[config.mk]
export PLATFORM = sky130hd
export DESIGN_NAME = gpio_bank_ctrl
export DESIGN_NICKNAME = d
export VERILOG_FILES = /design/src/rtl/gpio_bank_pkg.sv /design/src/rtl/gpio_addr_dec.sv /design/src/rtl/gpio_in_sync.sv /design/src/rtl/gpio_bank_ctrl.sv
export SDC_FILE = /design/constraint.sdc
export NUM_CORES = 1
export LEC_CHECK = 0
export ABC_AREA = 0
export BUFFER_PORTS_ARGS = -buffer_cell sky130_fd_sc_hd__buf_2
export CORE_ASPECT_RATIO = 0.5
export CORE_MARGIN = 1
export CORE_UTILIZATION = 55
export DETAILED_ROUTE_END_ITERATION = 8
export PLACE_DENSITY = 0.8
export SYNTH_ARGS = -nofsm -noshare
export SYNTH_HDL_FRONTEND = slang
export SYNTH_HIERARCHICAL = 1
export SYNTH_SLANG_ARGS = --single-unit
[constraint.sdc]
create_clock -name clk -period 4.73 [get_ports clk]
set_input_delay 0.946 -clock clk [delete_from_list [all_inputs] [get_ports clk]]
set_output_delay 0.946 -clock clk [all_outputs]
set_load 0.03 [all_outputs]
[src/rtl/gpio_bank_pkg.sv]
package gpio_bank_pkg;
    localparam int PINS_PER_BANK = 8;
    localparam int BANK_STRIDE   = 8;
    localparam int DIR_OFFSET    = 4;
    localparam int GAP_START     = 'h90;
    localparam int GAP_SIZE      = 'h10;

    // byte address of a bank's data register, including the skipped window
    function automatic int bank_base(input int bank);
        int a;
        a = (bank + 1) * BANK_STRIDE;
        if (a >= GAP_START) a = a + GAP_SIZE;
        return a;
    endfunction
endpackage

[src/rtl/gpio_addr_dec.sv]
module gpio_addr_dec
    import gpio_bank_pkg::*;
#(
    parameter int NUM_BANKS = 18,
    parameter int ADDR_W    = 8,
    parameter int IDX_W     = 5
) (
    input  logic [ADDR_W-1:0] addr,
    output logic              hit,
    output logic              is_dir,
    output logic [IDX_W-1:0]  bank
);
    always_comb begin
        hit    = 1'b0;
        is_dir = 1'b0;
        bank   = '0;
        for (int b = 0; b < NUM_BANKS; b++) begin
            if (addr == ADDR_W'(bank_base(b))) begin
                hit  = 1'b1;
                bank = IDX_W'(b);
            end
            if (addr == ADDR_W'(bank_base(b) + DIR_OFFSET)) begin
                hit    = 1'b1;
                is_dir = 1'b1;
                bank   = IDX_W'(b);
            end
        end
    end
endmodule

[src/rtl/gpio_in_sync.sv]
module gpio_in_sync #(
    parameter int WIDTH = 140
) (
    input  logic             clk,
    input  logic             rst_n,
    input  logic [WIDTH-1:0] d,
    output logic [WIDTH-1:0] q
);
    typedef struct packed {
        logic [WIDTH-1:0] s1;
        logic [WIDTH-1:0] s2;
    } sync_t;

    sync_t sync_d, sync_q;

    always_comb begin
        sync_d.s1 = d;
        sync_d.s2 = sync_q.s1;
    end

    always_ff @(posedge clk or negedge rst_n) begin
        if (!rst_n) sync_q <= '0;
        else        sync_q <= sync_d;
    end

    assign q = sync_q.s2;
endmodule

[src/rtl/gpio_bank_ctrl.sv]
module gpio_bank_ctrl
    import gpio_bank_pkg::*;
#(
    parameter int NUM_PINS = 140,
    parameter int ADDR_W   = 8
) (
    input  logic                clk,
    input  logic                rst_n,
    input  logic [ADDR_W-1:0]   reg_addr,
    input  logic                reg_wr,
    input  logic [31:0]         reg_wdata,
    input  logic                reg_rd,
    output logic [31:0]         reg_rdata,
    input  logic [NUM_PINS-1:0] pin_in,
    output logic [NUM_PINS-1:0] pin_oe,
    output logic [NUM_PINS-1:0] pin_out
);
    localparam int NUM_BANKS = (NUM_PINS + PINS_PER_BANK - 1) / PINS_PER_BANK;
    localparam int PAD_W     = NUM_BANKS * PINS_PER_BANK;
    localparam int IDX_W     = (NUM_BANKS > 1) ? $clog2(NUM_BANKS) : 1;

    function automatic logic [PAD_W-1:0] impl_mask();
        logic [PAD_W-1:0] m;
        for (int i = 0; i < PAD_W; i++) m[i] = (i < NUM_PINS);
        return m;
    endfunction

    localparam logic [PAD_W-1:0] IMPL = impl_mask();

    typedef struct packed {
        logic [PAD_W-1:0] dir;   // 1 = input
        logic [PAD_W-1:0] lat;   // output latches
        logic [31:0]      rdata;
    } state_t;

    state_t s_d, s_q;

    logic              dec_hit;
    logic              dec_dir;
    logic [IDX_W-1:0]  dec_bank;
    logic [NUM_PINS-1:0] pin_sync;
    logic [PAD_W-1:0]  pin_pad;
    logic [PAD_W-1:0]  view;
    logic [7:0]        sel_byte;
    logic              wdata_unused;

    assign wdata_unused = ^reg_wdata[31:8];

    gpio_addr_dec #(
        .NUM_BANKS (NUM_BANKS),
        .ADDR_W    (ADDR_W),
        .IDX_W     (IDX_W)
    ) u_dec (
        .addr   (reg_addr),
        .hit    (dec_hit),
        .is_dir (dec_dir),
        .bank   (dec_bank)
    );

    gpio_in_sync #(
        .WIDTH (NUM_PINS)
    ) u_sync (
        .clk   (clk),
        .rst_n (rst_n),
        .d     (pin_in),
        .q     (pin_sync)
    );

    always_comb begin
        s_d      = s_q;
        pin_pad  = PAD_W'(pin_sync);
        // inputs show the pin, outputs show the latch
        view     = (s_q.dir & pin_pad) | (~s_q.dir & s_q.lat);
        sel_byte = dec_dir ? s_q.dir[int'(dec_bank)*PINS_PER_BANK +: PINS_PER_BANK]
                           : view[int'(dec_bank)*PINS_PER_BANK +: PINS_PER_BANK];

        if (reg_wr && dec_hit) begin
            if (dec_dir)
                s_d.dir[int'(dec_bank)*PINS_PER_BANK +: PINS_PER_BANK] =
                    reg_wdata[7:0] & IMPL[int'(dec_bank)*PINS_PER_BANK +: PINS_PER_BANK];
            else
                s_d.lat[int'(dec_bank)*PINS_PER_BANK +: PINS_PER_BANK] =
                    reg_wdata[7:0] & IMPL[int'(dec_bank)*PINS_PER_BANK +: PINS_PER_BANK];
        end

        if (reg_rd)
            s_d.rdata = dec_hit ? {24'h0, sel_byte} : 32'h0;
    end

    always_ff @(posedge clk or negedge rst_n) begin
        if (!rst_n) begin
            s_q.dir   <= IMPL;
            s_q.lat   <= '0;
            s_q.rdata <= '0;
        end else begin
            s_q <= s_d;
        end
    end

    assign reg_rdata = s_q.rdata;
    assign pin_oe    = ~s_q.dir[NUM_PINS-1:0];
    assign pin_out   = s_q.lat[NUM_PINS-1:0];
endmodule

# == Word-level counts from Yosys, hierarchy flattened ==
# Index checks and enable logic that the tools add are counted.
# totals
reg_bits,600
inputBits,184
out_inout_bits,312
word_cells,149
# op_classes
add_sub_neg,1
n_eq_ne,36
n_shift,5
mux,92
bitwise_logic,7
reduce_logical,3
# ops
op,count
144-bit bitwise mux,2
144-bit by 9-bit indexed part select with 8-bit output,2
144-bit by 140-bit AND with 144-bit output,1
144-bit AND,1
144-bit NOT,1
144-bit OR,1
"8-bit by 33-bit variable shift with 144-bit output, first input constant",1
"144-bit by 9-bit indexed part select with 8-bit output, first input constant",1
8-bit by 33-bit indexed part select with 144-bit output,1
140-bit NOT,1
"8-bit by 7-bit == test with 1-bit output, second input constant",16
"8-bit by 6-bit == test with 1-bit output, second input constant",8
4-bit two-way mux,16
1-bit two-way mux,56
"8-bit == test, second input constant",6
8-bit negator with 33-bit output,1
"8-bit by 5-bit == test with 1-bit output, second input constant",4
3-bit two-way mux,8
5-bit two-way mux,4
"8-bit by 4-bit == test with 1-bit output, second input constant",2
8-bit two-way mux,2
8-bit AND,1
2-bit two-way mux,4
2-bit AND reduction,2
other kinds (2),2

# == Logic depth before layout (Yosys ltp) ==
# logic_depth
word_depth,39
depth_mapped,19
depth_no_buf,14

# == Modules after synthesis ==
# The synthesis kept the hierarchy.
# modules_own_cells
module,instances,cells_per_inst,area_each_um2,seq_area_each_um2
gpio_bank_ctrl,1,1744,17040.1,7582.3
gpio_in_sync,1,280,7006.7,7006.7
gpio_addr_dec,1,32,200.2,0.0

# == Worst setup path before layout ==
# OpenSTA, ideal clock, no wires.
# synth_path
path_type,in2reg
startpoint,in reg_addr[6]
endpoint,reg s_q (netlist bit pin_out[128])
setup_time_ns,0.125
arrival_time_ns,4.338
slack_ns,0.267
path_stages,16
path_cell_list,buf_2 -> or4_4 -> nand2_1 -> nor3_1 -> buf_4 -> clkinv_1 -> clkbuf_1 -> ha_1 -> or3b_1 -> inv_1 -> ha_1 -> nand2_1 -> or3_1 -> buf_4 -> nor2_8 -> mux2_2
# synth_between
elab_chain_len,39
# synth_lines
item,line_no,source
"start, declared",gpio_bank_ctrl.sv:9,"input logic [ADDR_W-1:0] reg_addr,"
8-bit by 5-bit == test with 1-bit output,gpio_addr_dec.sv:18,if (addr == ADDR_W'(bank_base(b))) begin
1-bit two-way mux,gpio_addr_dec.sv:18,
1-bit two-way mux,gpio_addr_dec.sv:22,if (addr == ADDR_W'(bank_base(b) + DIR_OFFSET)) begin
2-bit two-way mux,gpio_addr_dec.sv:18,
2-bit two-way mux,gpio_addr_dec.sv:22,
2-bit two-way mux,gpio_addr_dec.sv:18,
2-bit two-way mux,gpio_addr_dec.sv:22,
3-bit two-way mux,gpio_addr_dec.sv:18,
[24 not listed],-,
5-bit two-way mux,gpio_addr_dec.sv:22,
5-bit two-way mux,gpio_addr_dec.sv:18,
5-bit two-way mux *,gpio_addr_dec.sv:22,
named net dec_bank[0],gpio_bank_ctrl.sv:40,logic [IDX_W-1:0] dec_bank;
144-bit by 9-bit indexed part select with 8-bit output,gpio_bank_ctrl.sv:83,reg_wdata[7:0] & IMPL[int'(dec_bank)*PINS_PER_BANK +: PINS_PER_BANK];
8-bit AND,gpio_bank_ctrl.sv:83,
8-bit by 33-bit indexed part select with 144-bit output,gpio_bank_ctrl.sv:82,s_d.lat[int'(dec_bank)*PINS_PER_BANK +: PINS_PER_BANK] =
144-bit bitwise mux *,gpio_bank_ctrl.sv:82,
"end, declared",gpio_bank_ctrl.sv:36,"state_t s_d, s_q;"
# Mark *: on every way through the listed nets, which the timed path passes. The rest lies on a longest branch.
# A chain may end at the register's enable or synchronous reset.

# == Worst setup path in the final report ==
# layout_path
startpoint,in reg_addr[5]
endpoint,reg s_q (netlist bit pin_out[7])
# Same word-level chain as after synthesis.

==> results_dict.tcl <==
set metrics [dict create \
    finalMaxSlewViolations 0 \
    hold_violations 0 \
    post_cts_resized 0 \
    core_area_um2 42700 \
    dr.first_iter.drc_count 1996 \
    drive_above_1_share 0.376 \
    finalWirelength_mm 75.8 \
    outcome "finished, final reports clean" \
    clock_skew_ns 0.0176 \
    rows 53 \
    crit_chain "buf_2, or4_4, nand2_1, nor3_2, clkinv_1, ha_1, or3b_1, inv_1, ha_1, nor4_1, and3_1, nand4_2, mux2_2" \
    ys.warnings.count 6 \
    synth_ff_type "dfrtp_1" \
    regArea_um2 14600 \
    path_buf_inv 3 \
    grt_overflow_total 0 \
    startpoint_type "primary input" \
    irDropWorstVdd_uv 274 \
    via_per_inst 5.90 \
    power.leakage_uw 0.0124 \
    grt_use_total 0.333 \
    setup-violations-final 0 \
    syn_inst 2056 \
    finalCriticalPeriod_ns 3.99 \
    cts_made_buffers 48 \
    final_util 0.647 \
    grt_pass1_vias 17300 \
    dp_slack_ns 0.234 \
    multiInputGateArea_um2 7380 \
    clk_latency_ns 0.58 \
    place.gp.congestion 1.01 \
    cpMostUsedCell "ha_1" \
    grt_pass1_wl_mm 110 \
    nets 2553 \
    synth_area_per_cell_um2 11.8 \
    fp.dieArea_um2 45000 \
    cts_buffer_depth 3 \
    num_vias 17600 \
    post_cts_buffers 0 \
    path_max_fanout 12 \
    crit_required_ns 5.18 \
    setup_ws_ns 0.740 \
    layout_commonest_cell "buf_2" \
    crit_family "simple AND/OR/NAND/NOR gates" \
    cts.reportedPaths.clkPinSlew_ns 0.07 \
    dpl.hpwl_mm 55.0 \
    crit_type "in -> reg" \
    htree_levels 2 \
    ys_async_sr_fraction 1.00 \
    cts_tree "built" \
    io_buffer_count 447 \
    maxSlewHeadroom 0.276 \
    firstDrtPassIters 8 \
    p_per_area_nw_per_um2 355 \
    worst_pin_slew_ns 1.08 \
    grt_max_degree 128 \
    wl_per_cell_um 25.4 \
    hold_path_class "reg -> reg" \
    die-width_um 299 \
    ctsHoldBuffers 0 \
    synth_area_um2 24200 \
    start_util 0.568 \
    crit_path_end_kind "flop" \
    antenna_found_initial 4 \
    period_share 0.844 \
    ys_seq_elements 576 \
    rsz0062_at_grt "no" \
    cp.arrival_ns 4.44 \
    ioPinCount 496 \
    timing.fmax_ghz 0.251 \
    drtAntennaViolNets 0 \
    synth_edf_count 0 \
    crit_slowest_cell "or4_4" \
    cts.sinks 576 \
    cpPeakStageDelay_ns 0.55 \
    drcViolationCount 0 \
    final_cell_mix "buf_2 (446), dfrtp_1 (436), inv_1 (170)" \
    maxCapViolations 0 \
    fill_cells 3232 \
    timing.setup.tns_ns 0 \
    die_h_um 150 \
    seq_area_frac_synth 0.602 \
    cts-root-buf "clkbuf_16" \
    area_growth_pct 14.0 \
    synth_cell_types 72 \
]
[final cells by class]
type,instances,share of cell area
multi-input cells,1073,0.267
flip-flops and latches,576,0.528
repair buffers,494,0.0982
well taps,577,0.0261
clock buffers,77,0.0514
inverters,173,0.0236
clock inverters,11,0.00480
diodes,8,0.000724
[final timing paths]
path / startpoint / cells after the start / slack, ns / endpoint
min in group asynchronous: rst_n / 1 / 0.48 / u_sync/sync_d[82]
setup reg to reg: s_q[194] / 6 / 2.35 / reg_rdata[2]
hold reg to reg: u_sync/sync_d[104] / 0 / 0.34 / u_sync/q[104]
hold / removal: u_sync/sync_d[104] / 0 / 0.34 / u_sync/q[104]
setup / recovery: reg_addr[5] / 13 / 0.74 / pin_out[7]
max in group asynchronous: rst_n / 2 / 3.01 / s_q[250]
[sequential cells by signal, summed over array words and instances, names as in the netlist]
| register | count |
|---|---|
| s_q | 148 |
| pin_out | 140 |
| u_sync/q | 140 |
| u_sync/sync_d | 140 |
| reg_rdata | 8 |
[layer usage]
layer	vias up	part of all wire	GRT usage
li1	7482	-	-
met1	8855	0.38	0.439
met2	1056	0.46	0.517
met3	228	0.11	0.0977
met4	0	0.050	0.149
met5	-	0	0
[logic make-up after synthesis]
group	after synthesis	share of synthesized area
xor gates and xnor gates	3	0.00108
AOI/OAI and AO/OA	398	0.104
muxes	216	0.100
adders and majority gates	3	0.00155
and+or+nand+nor	429	0.0930
other	1	0.000155
buffers and inverters	430	0.0983
DFF	576	0.602
[power breakdown]
group          switching, uW  internal [uW]  leakage (uW)
logic                    478            184       0.00493
clock network           1790           2220      0.000761
registers               63.4           5080       0.00676
total                   2330           7480        0.0124
[stage by stage]
step	cell area [um^2]	power, uW	hold WS, ns	std cells
floorplan	24300	5540	0.331	2079
global route	27600	10100	0.347	2985
CTS	27600	9820	0.344	2981
global placement	26100	5860	0.332	2893
detailed placement	26100	5870	0.335	2893
finish	27600	9810	0.341	2989
[cells in the mapped netlist, types with 4 or more instances]
cell,instances,share of area
dfrtp_1,436,0.45
buf_4,183,0.057
inv_1,170,0.026
o21ai_0,156,0.032
mux2_2,149,0.069
dfstp_2,140,0.15
nand2_1,123,0.019
nor2_1,94,0.015
nand3_1,92,0.019
a21oi_1,57,0.012
mux2i_1,57,0.024
a311oi_1,46,0.017
o21a_1,40,0.012
a31oi_1,36,0.0093
buf_2,34,0.0070
clkbuf_1,32,0.0050
nor2_4,19,0.0088
nor3_1,14,0.0029
nor3b_1,13,0.0040
nand2b_1,12,0.0031
a22oi_1,9,0.0028
and3_1,9,0.0023
a311o_1,6,0.0025
mux4_2,6,0.0056
nor2b_1,6,0.0015
o31ai_1,6,0.0019
or3_1,6,0.0015
a21o_1,5,0.0015
buf_6,5,0.0023
nand2_2,5,0.0013
nor2_8,5,0.0041
nor4_1,5,0.0013
a211oi_1,4,0.0012
mux2_1,4,0.0019
nand3b_1,4,0.0012
Power figures use the tool's default switching activity.
